<file path="src/rtl/anticipated_down_counter.sv">
module anticipated_down_counter #(
  parameter int CNT_W  = 8,
  parameter int DATA_W = 64
) (
  input  logic              clk,
  input  logic              rst_n,
  input  logic              load_i,
  input  logic              dec_i,
  input  logic [DATA_W-1:0] data_a_i,
  input  logic [DATA_W-1:0] data_b_i,
  output logic [CNT_W-1:0]  count_o,
  output logic [DATA_W-1:0] data_o
);

  localparam logic [CNT_W-1:0] CNT_FULL = '1;
  localparam logic [CNT_W-1:0] CNT_ONE  = CNT_W'(1);

  logic [CNT_W-1:0]  cnt_q;
  logic              term_q;
  logic [DATA_W-1:0] out_q;

  wire next_is_zero = (cnt_q == CNT_ONE);

  always_ff @(posedge clk or negedge rst_n) begin
    if (!rst_n) begin
      cnt_q  <= CNT_FULL;
      term_q <= 1'b0;
    end else if (load_i) begin
      cnt_q  <= CNT_FULL;
      term_q <= 1'b0;
    end else if (dec_i) begin
      cnt_q  <= cnt_q - CNT_ONE;
      term_q <= next_is_zero;
    end
  end

  always_ff @(posedge clk or negedge rst_n) begin
    if (!rst_n) out_q <= '0;
    else        out_q <= term_q ? data_a_i : data_b_i;
  end

  assign count_o = cnt_q;
  assign data_o  = out_q;


  load_reload_chk: assert property (@(posedge clk) disable iff (!rst_n)
    load_i |=> (cnt_q == CNT_FULL) && !term_q);


  dec_step_chk: assert property (@(posedge clk) disable iff (!rst_n)
    (!load_i && dec_i) |=> cnt_q == $past(cnt_q) - CNT_ONE);


  idle_hold_chk: assert property (@(posedge clk) disable iff (!rst_n)
    (!load_i && !dec_i) |=> $stable(cnt_q) && $stable(term_q));


  out_select_chk: assert property (@(posedge clk) disable iff (!rst_n)
    1'b1 |=> data_o == ($past(cnt_q) == '0 ? $past(data_a_i) : $past(data_b_i)));


  flag_zero_chk: assert property (@(posedge clk) disable iff (!rst_n)
    term_q == (cnt_q == '0));

endmodule

</file>
<file path="config.mk">
export PLATFORM = sky130hd
export DESIGN_NAME = anticipated_down_counter
export DESIGN_NICKNAME = d
export VERILOG_FILES = /design/src/rtl/anticipated_down_counter.sv
export SDC_FILE = /design/constraint.sdc
export NUM_CORES = 1
export LEC_CHECK = 0
export BUFFER_PORTS_ARGS = -buffer_cell sky130_fd_sc_hd__buf_2
export CORE_UTILIZATION = 40
export CTS_BUF_LIST = sky130_fd_sc_hd__clkbuf_16
export DETAILED_ROUTE_END_ITERATION = 8
export GPL_ROUTABILITY_DRIVEN = 0
export MAX_ROUTING_LAYER = met4
export PLACE_DENSITY = 0.79
export SYNTH_ARGS = -nofsm -noshare
export SYNTH_HDL_FRONTEND = slang
export SYNTH_SLANG_ARGS = --single-unit
</file>
<file path="constraint.sdc">
create_clock -name clk -period 1.98 [get_ports clk]
set_input_delay 0.198 -clock clk [delete_from_list [all_inputs] [get_ports clk]]
set_output_delay 0.198 -clock clk [all_outputs]
set_load 0.01 [all_outputs]
</file>
==> impl_metrics.toml <==
[synthesis]
yosysTopAreaCell = "dfrtp_1"
yosysTopAreaCellShare = 0.576
synth_common_cells = "dfrtp_1, mux2_2, dfstp_2"
syn_inst = 180
synth_edf_count = 0
yosysMostFrequentCell = "dfrtp_1"
syn_area_per_cell_sq_um = 15.7
syn_area_sq_um = 2830
syn-num-nets = 314
synth_seq_area_share = 0.650
synthArstFlopShare = 1.00
ys.flop_type = "dfrtp_1"
yosys_register_bits = 73
ys_warn_count = 0
synth_cell_types = 26
yosys-top-cells-area = "dfrtp_1, mux2_2, dfstp_2"

[power_and_ir_drop]
p_total_w = 0.00359
swShare = 0.206
cellPowerDensity_nw_per_um2 = 839
leakagePower_nw = 2.10
power_frac_seq = 0.442
internal_power_w = 0.00285
p_sw_w = 0.000740
peakVddDrop_uv = 442
share_comb_of_total_power = 0.099
p_clk_frac = 0.459

[layout]
fill_cells = 556
syn2layout_area_growth_pct = 51.6
diodes = 0
layout-drive-gt1-share = 0.748
multiInputGateArea_sq_um = 938
seq_area_sq_um = 1840
design_area_sq_um = 4280
nets = 522

[sta]
finalClockSkew_ns = 0.00367
setup-tns-final_ns = 0
finalSetupViolations = 0
post-route-period-util = 0.847
finalHoldViolCount = 0
max_freq_mhz = 596
slew_viol_final = 0
fin_ws_ns = 0.303
min_period_ns = 1.68
maxSlewHeadroom = 0.735
rsz0062_at_grt = "false"
worstMarginPinSlew_ns = 0.397

[global_route]
grt_use_total = 0.197
grt_pass1_vias = 2166
antenna_found_initial = 0
grt_max_degree = 74
gr-total-overflow = 0
grt_pass1_wl_um = 10500

[critical_path]
endpoint_kind = "flop"
crit_start = "count_o[0]"
cp.arrival_ns = 1.91
reg2reg_from = "count_o[0]"
crit_path_max_fanout = 5
start_kind = "flop"
reg2reg_setup_slack_ns = 0.30
crit_type = "flop to flop"
required_ns = 2.22

[detailed_routing]
vias_per_cell = 4.51
vias = 2204
wl_per_cell_um = 13.9
drt_wl_total_um = 6790
dr.pass1.iters = 4
drt_iter0_drc = 59
route.detailed.drc = 0
antenna_left = 0

[worst_hold_path]
hold_path.class = "primary input to flop"
hp-start = "data_b_i[19]"

[floorplan]
fp.dieH_um = 86.0
start_util = 0.416
die_w_um = 86.0
die_area_sq_um = 7400
rows = 30
io_pins = 204
coreArea_sq_um = 6790

[clock_tree]
cts_root_buf = "clkbuf_16"
clk_pin_slew_ns = 0.06
htreeDepth = 3
cts_inserted_buffers = 9
clock_path_buffers = 2
clkSinkCount = 73
clock_latency_ns = 0.32
ctsResizeCount = 0
cts_tree = "yes"

[run]
maxCapViolCount = 0

[place]
postPlaceCellArea_sq_um = 3960
port_buffers = 203
dp_slack_ns = 0.305
dp_hpwl_um = 5030

[run_status]
status = "completed"
area by class of cell:
type | instances | area share
clock buffers | 9 | 0.0526
clock inverters | 7 | 0.0199
inverters | 3 | 0.00263
multi-input cells | 95 | 0.219
flip-flops and latches | 73 | 0.429
repair buffers | 206 | 0.249
well taps | 96 | 0.0280
critical path: stages (launching register included):
cell     delay, ns
dfstp_2       0.39
or4b_1        0.64
o31a_1        0.27
or3_1         0.30
per-layer routing:
metal / share of wire / vias up / global-route usage
met1: 0.36 / 1042 / 0.209
met4: 0.013 / 0 / 0.0742
li1: - / 1046 / -
met5: 0 / - / -
met2: 0.56 / 107 / 0.345
met3: 0.067 / 9 / 0.0577
power groups by stage:
stage / Clock [W] / Sequential, W / Combinational, W
2_1_floorplan: 0 / 0.00165 / 0.0000736
3_3_place_gp: 0 / 0.00161 / 0.000351
3_5_place_dp: 0 / 0.00161 / 0.000360
4_1_cts: 0.00169 / 0.00159 / 0.000364
5_1_grt: 0.00176 / 0.00159 / 0.000394
6_report: 0.00165 / 0.00159 / 0.000357
logic make-up (layout without fill, tap and decap cells):
group                    after synthesis  count (layout)  synth area share
buffers and inverters                 12             225            0.0177
XOR/XNOR                               2               2           0.00620
AO/OA/AOI/OAI                          6               6            0.0124
multiplexers                          64              64             0.255
flip-flops                            73              73             0.650
adder cells (fa/ha/maj)                2               2           0.00886
AND/OR/NAND/NOR                       21              21            0.0496
timing repair:
action | in CTS | in global routing
hold endpoints to repair | 65 | 0
hold buffers | 1 | 0
buffers inserted | 0 | 0
worst paths after layout:
path                       cells past startpoint    endpoint
hold / removal                                 2  data_o[19]
hold reg to reg                                2  count_o[2]
min in group asynchronous                      3  data_o[42]
setup / recovery                               3  count_o[5]
max in group asynchronous                      3  count_o[4]
setup reg to reg                               3  count_o[5]
stage by stage:
step	utilization	hold WS [ns]	std cells
4_1_cts	0.631	0.0963	489
5_1_grt	0.631	0.0912	489
3_5_place_dp	0.583	0.260	472
3_3_place_gp	0.583	0.248	472
6_report	0.631	0.108	489
2_1_floorplan	-	-0.0976	180
state kept, by name (all words and copies together), names as in the netlist:
register,cells
term_q,1
count_o,8
data_o,64
cells in the final DEF, fill, tap and decap left out, types with 2 or more instances in the layout:
cell / Yosys / layout
bufinv_16: 0 / 2
nor3_1: 3 / 3
o21ai_0: 3 / 3
inv_1: 3 / 3
buf_12: 0 / 2
clkinv_1: 0 / 2
buf_2: 1 / 203
nand3b_1: 2 / 2
or3_1: 2 / 2
dfstp_2: 8 / 8
clkbuf_16: 0 / 9
nand2b_1: 3 / 3
mux2_2: 64 / 64
or3b_2: 2 / 2
ha_1: 2 / 2
nand2_1: 3 / 3
clkinv_2: 0 / 2
dfrtp_1: 65 / 64
No activity file was read; power rests on OpenSTA's default activity.
